## config.mk

```make
export PLATFORM = sky130hd
export DESIGN_NAME = pswallow_div
export DESIGN_NICKNAME = d
export VERILOG_FILES = /design/src/rtl/pswallow_pkg.sv /design/src/rtl/fdiv_ratio_bank.sv /design/src/rtl/fdiv_swallow_ctr.sv /design/src/rtl/fdiv_half.sv /design/src/rtl/pswallow_div.sv
export SDC_FILE = /design/constraint.sdc
export NUM_CORES = 1
export LEC_CHECK = 0
export BUFFER_PORTS_ARGS = -buffer_cell sky130_fd_sc_hd__buf_2
export CORE_ASPECT_RATIO = 2
export CORE_UTILIZATION = 51
export CTS_BUF_LIST = sky130_fd_sc_hd__clkbuf_16
export DETAILED_ROUTE_END_ITERATION = 12
export PLACE_DENSITY = 0.7
export SYNTH_ARGS = -nofsm -noshare
export SYNTH_HDL_FRONTEND = slang
export SYNTH_SLANG_ARGS = --single-unit
```

## constraint.sdc

```tcl
create_clock -name pclk -period 4.5 [get_ports pclk]
set_input_delay 1.125 -clock pclk [delete_from_list [all_inputs] [get_ports pclk]]
set_output_delay 1.125 -clock pclk [all_outputs]
set_load 0.01 [all_outputs]
```

## src/rtl/pswallow_pkg.sv

```systemverilog
package pswallow_pkg;
  localparam int unsigned PS_RATIO_W = 17;
  localparam int unsigned PS_SWALLOW_W = 4;

  // A ratio is usable when there is at least one main period and
  // enough main periods to host every swallowed (divide-by-17) period.
  function automatic logic ratio_valid(input int unsigned m, input int unsigned a);
    return (m != 0) && (m >= a);
  endfunction

  // Input periods in one division cycle, for a prescaler base of 2**sw_w.
  function automatic int unsigned cycle_len(input int unsigned m, input int unsigned a,
                                            input int unsigned sw_w);
    return (m << sw_w) + a;
  endfunction
endpackage

```

## src/rtl/fdiv_ratio_bank.sv

```systemverilog
module fdiv_ratio_bank #(
  parameter int unsigned MAIN_W = 13,
  parameter int unsigned SW_W = 4
) (
  input  logic              clk,
  input  logic              rst_n,
  input  logic              we,
  input  logic [MAIN_W-1:0] wr_m,
  input  logic [SW_W-1:0]   wr_a,
  input  logic              cyc_end,
  output logic [MAIN_W-1:0] act_m,
  output logic [SW_W-1:0]   act_a,
  output logic              hold
);
  import pswallow_pkg::*;

  logic              pend_vld;
  logic [MAIN_W-1:0] pend_m;
  logic [SW_W-1:0]   pend_a;
  logic              wr_ok;
  logic              apply;

  assign wr_ok = we && ratio_valid(32'(wr_m), 32'(wr_a));
  assign hold  = (act_m == '0);
  assign apply = pend_vld && (cyc_end || hold);

  always_ff @(posedge clk or negedge rst_n) begin
    if (!rst_n) begin
      pend_vld <= 1'b0;
      pend_m   <= '0;
      pend_a   <= '0;
    end else if (wr_ok) begin
      pend_vld <= 1'b1;
      pend_m   <= wr_m;
      pend_a   <= wr_a;
    end else if (apply) begin
      pend_vld <= 1'b0;
    end
  end

  always_ff @(posedge clk or negedge rst_n) begin
    if (!rst_n) begin
      act_m <= '0;
      act_a <= '0;
    end else if (apply) begin
      act_m <= pend_m;
      act_a <= pend_a;
    end
  end


  act_only_at_boundary_chk: assert property (@(posedge clk) disable iff (!rst_n)
    (!$past(cyc_end) && !$past(hold)) |-> ($stable(act_m) && $stable(act_a)));

  act_ratio_legal_chk: assert property (@(posedge clk) disable iff (!rst_n)
    hold || ({{(MAIN_W-SW_W){1'b0}}, act_a} <= act_m));
endmodule

```

## src/rtl/fdiv_swallow_ctr.sv

```systemverilog
module fdiv_swallow_ctr #(
  parameter int unsigned MAIN_W = 13,
  parameter int unsigned SW_W = 4
) (
  input  logic              clk,
  input  logic              rst_n,
  input  logic [MAIN_W-1:0] act_m,
  input  logic [SW_W-1:0]   act_a,
  input  logic              hold,
  output logic              mod_sel,
  output logic              cyc_end
);
  logic [MAIN_W-1:0] pidx;
  logic [MAIN_W-1:0] last_idx;
  logic [MAIN_W-1:0] a_ext;

  assign a_ext    = {{(MAIN_W-SW_W){1'b0}}, act_a};
  assign last_idx = act_m - MAIN_W'(1);
  assign cyc_end  = !hold && (pidx == last_idx);
  assign mod_sel  = !hold && (pidx < a_ext);

  always_ff @(posedge clk or negedge rst_n) begin
    if (!rst_n)              pidx <= '0;
    else if (hold || cyc_end) pidx <= '0;
    else                     pidx <= pidx + MAIN_W'(1);
  end


  reload_after_end_chk: assert property (@(posedge clk) disable iff (!rst_n)
    cyc_end |=> (pidx == '0));

  idle_no_swallow_chk: assert property (@(posedge clk) disable iff (!rst_n)
    hold |-> !mod_sel && !cyc_end);

  swallow_first_chk: assert property (@(posedge clk) disable iff (!rst_n)
    (!$past(mod_sel) && !$past(cyc_end) && !$past(hold) && !hold) |-> !mod_sel);
endmodule

```

## src/rtl/fdiv_half.sv

```systemverilog
module fdiv_half (
  input  logic clk,
  input  logic rst_n,
  input  logic cyc_end,
  output logic half
);
  always_ff @(posedge clk or negedge rst_n) begin
    if (!rst_n)       half <= 1'b0;
    else if (cyc_end) half <= ~half;
  end


  half_quiet_chk: assert property (@(posedge clk) disable iff (!rst_n)
    !$past(cyc_end) |-> $stable(half));

  half_flip_chk: assert property (@(posedge clk) disable iff (!rst_n)
    $past(cyc_end) |-> (half != $past(half)));
endmodule

```

## src/rtl/pswallow_div.sv

```systemverilog
module pswallow_div #(
  parameter int unsigned RATIO_W = pswallow_pkg::PS_RATIO_W,
  parameter int unsigned SW_W = pswallow_pkg::PS_SWALLOW_W
) (
  input  logic               pclk,
  input  logic               rst_n,
  input  logic               ratio_we,
  input  logic [RATIO_W-1:0] ratio_in,
  output logic               mod_sel,
  output logic               cyc_pulse,
  output logic               half_out
);
  localparam int unsigned MAIN_W = RATIO_W - SW_W;

  logic [MAIN_W-1:0] act_m;
  logic [SW_W-1:0]   act_a;
  logic              hold;
  logic              cyc_end;

  fdiv_ratio_bank #(.MAIN_W(MAIN_W), .SW_W(SW_W)) u_bank (
    .clk(pclk), .rst_n(rst_n), .we(ratio_we),
    .wr_m(ratio_in[RATIO_W-1:SW_W]), .wr_a(ratio_in[SW_W-1:0]),
    .cyc_end(cyc_end), .act_m(act_m), .act_a(act_a), .hold(hold)
  );

  fdiv_swallow_ctr #(.MAIN_W(MAIN_W), .SW_W(SW_W)) u_ctr (
    .clk(pclk), .rst_n(rst_n), .act_m(act_m), .act_a(act_a), .hold(hold),
    .mod_sel(mod_sel), .cyc_end(cyc_end)
  );

  fdiv_half u_half (
    .clk(pclk), .rst_n(rst_n), .cyc_end(cyc_end), .half(half_out)
  );

  assign cyc_pulse = cyc_end;


  idle_silent_chk: assert property (@(posedge pclk) disable iff (!rst_n)
    hold |-> !cyc_pulse && !mod_sel);
endmodule

```

# Word-level counts from Yosys, hierarchy flattened
# Cells that the tools add are included.
# Widths: inputs -> output; s select.
dict set report totals {
  regBits 49
  memories 0
  ramBits 0
  latch_bits 0
  wordCells 26
  rom_bits 0
}
dict set report op_classes {
  mul 0
  magnitude_cmp 2
  n_bitwise 1
  addsub 2
  reduce_logical 10
  shift 0
  n_eq_ne 1
  n_div 0
  mux 3
}
# op n
set op_table {}
lappend op_table {{$add 13x1->13 const B} 1}
lappend op_table {{$eq 13x13->1} 1}
lappend op_table {{$ge 13x4->1} 1}
lappend op_table {{$logic_not 13->1} 1}
lappend op_table {{$lt 13x4->1} 1}
lappend op_table {{$mux 13} 1}
lappend op_table {{$reduce_bool 13->1} 1}
lappend op_table {{$sub 13x1->13 const B} 1}
lappend op_table {{$logic_and 1x1->1} 5}
lappend op_table {{$mux 1} 2}
lappend op_table {{$reduce_bool 2->1} 1}
lappend op_table {{$logic_not 1->1} 1}
lappend op_table {{$logic_or 1x1->1} 1}
lappend op_table {{$not 1->1} 1}

# Logic depth before layout (Yosys ltp)
dict set report logic_depth {
  ltp_word 7
  mapped_depth 11
  ltp_nobuf 9
}

# Cells and area by module
# Synthesis repeated with hierarchy kept, for this count alone.
dict set report hier_totals {
  hier_cells 237
  area_unflattened_um2 2750.1
}
# mod cells_each seq_area_each_um2 area_per_inst_um2 n_inst
set modules_own_cells {}
lappend modules_own_cells {fdiv_ratio_bank 100 875.8 1515.2 1}
lappend modules_own_cells {fdiv_swallow_ctr 135 325.3 1201.2 1}
lappend modules_own_cells {fdiv_half 2 25.0 33.8 1}

# Worst setup path after synthesis
# No wires, ideal clock.
dict set report synth_timing {
  path_kind {register to output}
  from {reg u_bank.act_m[0]}
  to {out cyc_pulse}
  t_arrival_ns 2.128
  path_slack_ns 1.247
  path_stages_with_launch 9
  n_path_buf 0
  path_cell_list {dfrtp_1 -> inv_1 -> ha_1 -> nor4b_1 -> and3_1 -> a211oi_1 -> o31ai_1 -> nand4_1 -> nor2_1}
}
dict set report synth_between {
  elab_chain_len 3
  word_cells_on_any_way 5
  cone_classes {add/sub (1); eq/ne (1); reduce/logical (3)}
}
# item line
set synth_rtl {}
lappend synth_rtl {{start: declaration} fdiv_ratio_bank.sv:11} ;# output logic [MAIN_W-1:0] act_m,
lappend synth_rtl {{start signal: assignment} fdiv_ratio_bank.sv:46} ;# act_m <= pend_m;
lappend synth_rtl {{$sub 13x1->13 / $logic_not 13->1 (equally long branches)} {fdiv_swallow_ctr.sv:18, fdiv_ratio_bank.sv:24}}
lappend synth_rtl {{$eq 13x13->1 / $logic_not 1->1 (equally long branches)} fdiv_swallow_ctr.sv:19} ;# assign cyc_end = !hold && (pidx == last_idx);
lappend synth_rtl {{$logic_and 1x1->1 *} fdiv_swallow_ctr.sv:19}
lappend synth_rtl {{end: declaration} pswallow_div.sv:10} ;# output logic cyc_pulse,
# Every way passes the cells marked *; elsewhere a longest branch is shown, timed or not.

# Final worst setup path
# Ends and elaborated chain as after synthesis.

==> reports/metrics.yaml <==
synthesis:
  yosys-top-cells-area: "dfrtp_1, mux2_2, xor2_1"
  ys_types: 46
  syn_area_mm2: 0.002714
  synth_area_per_cell_um2: 10.48
  yosysTopAreaCell: "dfrtp_1"
  syn_inst: 259
  synthSimpleGateAreaFrac: 0.1637
  synth_xor_area_frac: 0.08391
  yosysTopAreaCellShare: 0.4518
  yosys_most_used_dff: "dfrtp_1"
  synthAdderAreaFrac: 0.04149
  seq_area_frac_synth: 0.4518
  async_reset_ff_frac: 1.000
  synth-seq-cells: 49
  synthMuxAreaShare: 0.1213
  syn_nets: 288
  synth_common_cells: "dfrtp_1, nor2_1, mux2_2, inv_1, xor2_1"
  synth_warnings: 0
  synth_compound_area_frac: 0.09820
  synth_top_family_by_area: "simple AND/OR/NAND/NOR gates"
  synth-edff-count: 0
  yosysMostFrequentCell: "dfrtp_1"
clock_tree:
  cts_tree: "built"
  clkLatencyLatePin_ns: 0.28
  post-cts-setup-buffers: 0
  cts_htree_levels: 2
  clock-root-buffer: "clkbuf_16"
  cts_buffers: 5
  postCtsHoldBufs: 0
  cts_sinks: 49
  clock_path_buffers: 2
  clk_pin_slew_ns: 0.06
  cts.repair.resized: 0
final_layout:
  finish.utilization: 0.5878
  areaGrowthSynthToFinish_pct: 11.30
  regArea_mm2: 0.001226
  n_antenna_cell: 0
  final_cell_area_mm2: 0.003020
  stdcell_count: 339
  num-fill-cells: 451
  finalNetCount: 310
  drive_gt1_frac: 0.2278
  multi_input_area_mm2: 0.001380
grt:
  antenna_found_initial: 0
  grt_use_total: 0.2150
  grt_max_degree: 50
  first_global_vias: 1994
  grt_overflow: 0
  grt_pass1_wl_mm: 8.825
die:
  chipHeight_um: 105.2
  core.rowCount: 37
  initial_utilization: 0.5281
  core_area_mm2: 0.005139
  die_area_mm2: 0.005634
  die_x_um: 53.58
  io_pins: 23
timing:
  setup_viol: 0
  finalCriticalPeriod_ns: 3.970
  slew_viol_final: 0
  finalHoldViolCount: 0
  skew_ns: 0.003479
  rsz0062_at_grt: "no"
  slew_headroom: 0.2813
  fmax_mhz: 251.9
  worstMarginPinSlew_ns: 1.078
  period_share: 0.8823
  tns_ns: 0
power_and_ir_drop:
  power_w: 0.001749
  ir_drop_v: 0.0003961
  power_density_mw_per_mm2: 579.2
  leakage_nw: 1.403
detailed_routing:
  ant_nets: 0
  vias: 1951
  vias_per_cell: 5.755
  dr.pass1.iters: 4
  first_iter_violations: 24
  wl_per_cell_um: 15.30
  routed_wl_mm: 5.186
  drc: 0
place:
  hpwl_mm: 3.944
  place_area_mm2: 0.002860
  dp_cells: 332
  portBuffers: 22
  place_congestion: 0.8951
critical_path:
  r2r-end: "u_bank.act_m[0]$_DFFE_PN0P_"
  worst-r2r-setup-slack_ns: 1.70
  r2r_start: "u_bank.act_m[0]$_DFFE_PN0P_"
  r2r_cells: 9
  cp_max_fo: 7
  critical_path_required_ns: 3.38
  path_class: "flop to output pin"
  critPathLaunchType: "flop"
  cp-end-kind: "output pin"
  worstPathArrival_ns: 2.85
worst_hold_path:
  hold_end: "u_half.half$_DFFE_PN0P_"
  hp-class: "flop to flop"
  hold_start: "u_half.half$_DFFE_PN0P_"
  hold_depth: 1
outcome:
  status: "finished, final reports clean"
flow_run:
  max_cap_violations: 0
-- where the power goes --
| group | internal (W) | leakage [nW] | switching (W) |
|---|---|---|---|
| clock network | 0.000258 | 0.0797 | 0.000151 |
| registers | 0.000564 | 0.602 | 0.000177 |
| logic | 0.000294 | 0.721 | 0.000306 |
| total | 0.00112 | 1.40 | 0.000634 |
-- routing by layer --
layer / wire, um / up-vias / global-route usage / share of wire
li1: - / 953 / - / -
met1: 1996 / 949 / 0.2268 / 0.38
met2: 2817 / 30 / 0.3741 / 0.54
met3: 111 / 19 / 0.03785 / 0.021
met4: 262 / 0 / 0.1222 / 0.051
met5: 0 / - / 0 / 0
-- cell families after synthesis --
logic type	Yosys count
multiplexers	28
buffers and inverters	26
flip-flops	49
AND/OR/NAND/NOR	86
XOR/XNOR	26
adder cells (fa/ha/maj)	9
AO/OA/AOI/OAI	35
-- how the worst max path moves through the flow --
stage,slack (ns),cells after the start,endpoint,from
after CTS,0.54,9,cyc_pulse,u_bank.act_m[0]$_DFFE_PN0P_
after global placement,0.88,9,cyc_pulse,u_bank.act_m[0]$_DFFE_PN0P_
after global routing,0.15,9,cyc_pulse,u_bank.act_m[0]$_DFFE_PN0P_
after detailed placement,0.85,9,cyc_pulse,u_bank.act_m[0]$_DFFE_PN0P_
after floorplan,1.25,8,cyc_pulse,u_bank.act_m[0]$_DFFE_PN0P_
final,0.53,9,cyc_pulse,u_bank.act_m[0]$_DFFE_PN0P_
-- area by class of cell --
class	count	area share
clock buffers	5	0.04142
clock inverters	2	0.01160
inverters	19	0.02361
multi-input cells	184	0.4569
flip-flops and latches	49	0.4060
well taps	58	0.02403
repair buffers	22	0.03645
-- flip-flops by register name, summed over array words and instances (netlist names) --
register and flops:
u_bank.pend_a 4, u_half.half 1, u_ctr.pidx 13, u_bank.act_m 13
u_bank.act_a 4, u_bank.pend_m 13, u_bank.pend_vld 1
-- cells in the final DEF, fill, tap and decap left out, types with 2 or more instances in the layout --
| cell | Yosys | routed |
|---|---|---|
| or2_2 | 2 | 2 |
| o31ai_1 | 5 | 5 |
| nor3_1 | 5 | 5 |
| nand2_1 | 14 | 14 |
| ha_1 | 9 | 9 |
| o2111ai_1 | 2 | 2 |
| xor2_1 | 18 | 18 |
| xnor2_1 | 8 | 8 |
| o22ai_1 | 2 | 2 |
| mux2_4 | 4 | 4 |
| dfrtp_1 | 49 | 49 |
| nand3_1 | 9 | 9 |
| inv_1 | 19 | 19 |
| nand3b_1 | 2 | 2 |
| nor4_1 | 6 | 6 |
| a21o_1 | 3 | 3 |
| nand4_1 | 4 | 4 |
| and3_1 | 4 | 4 |
| buf_2 | 2 | 22 |
| mux2_2 | 23 | 23 |
| clkbuf_16 | 0 | 5 |
| nor2_1 | 26 | 26 |
| o21ai_0 | 7 | 7 |
| a21oi_1 | 7 | 7 |
| nand2b_1 | 4 | 4 |
-- critical path, cell delays in order (launching register included) --
cell and delay, ns:
dfrtp_1 0.44, inv_1 0.08, ha_1 0.25, nor4b_1 0.36, and3_1 0.26, a211oi_1 0.09
o31ai_1 0.37, nand4_1 0.32, nor2_1 0.24, buf_2 0.16
-- metrics by stage --
stage	setup WS [ns]	hold slack (ns)
after floorplan	1.247	0.4749
after global placement	0.8836	0.4529
after detailed placement	0.8501	0.4579
after CTS	0.5373	0.4665
after global routing	0.1477	0.4911
final	0.5298	0.4638
Note: power is estimated with default switching activity, not from simulation.
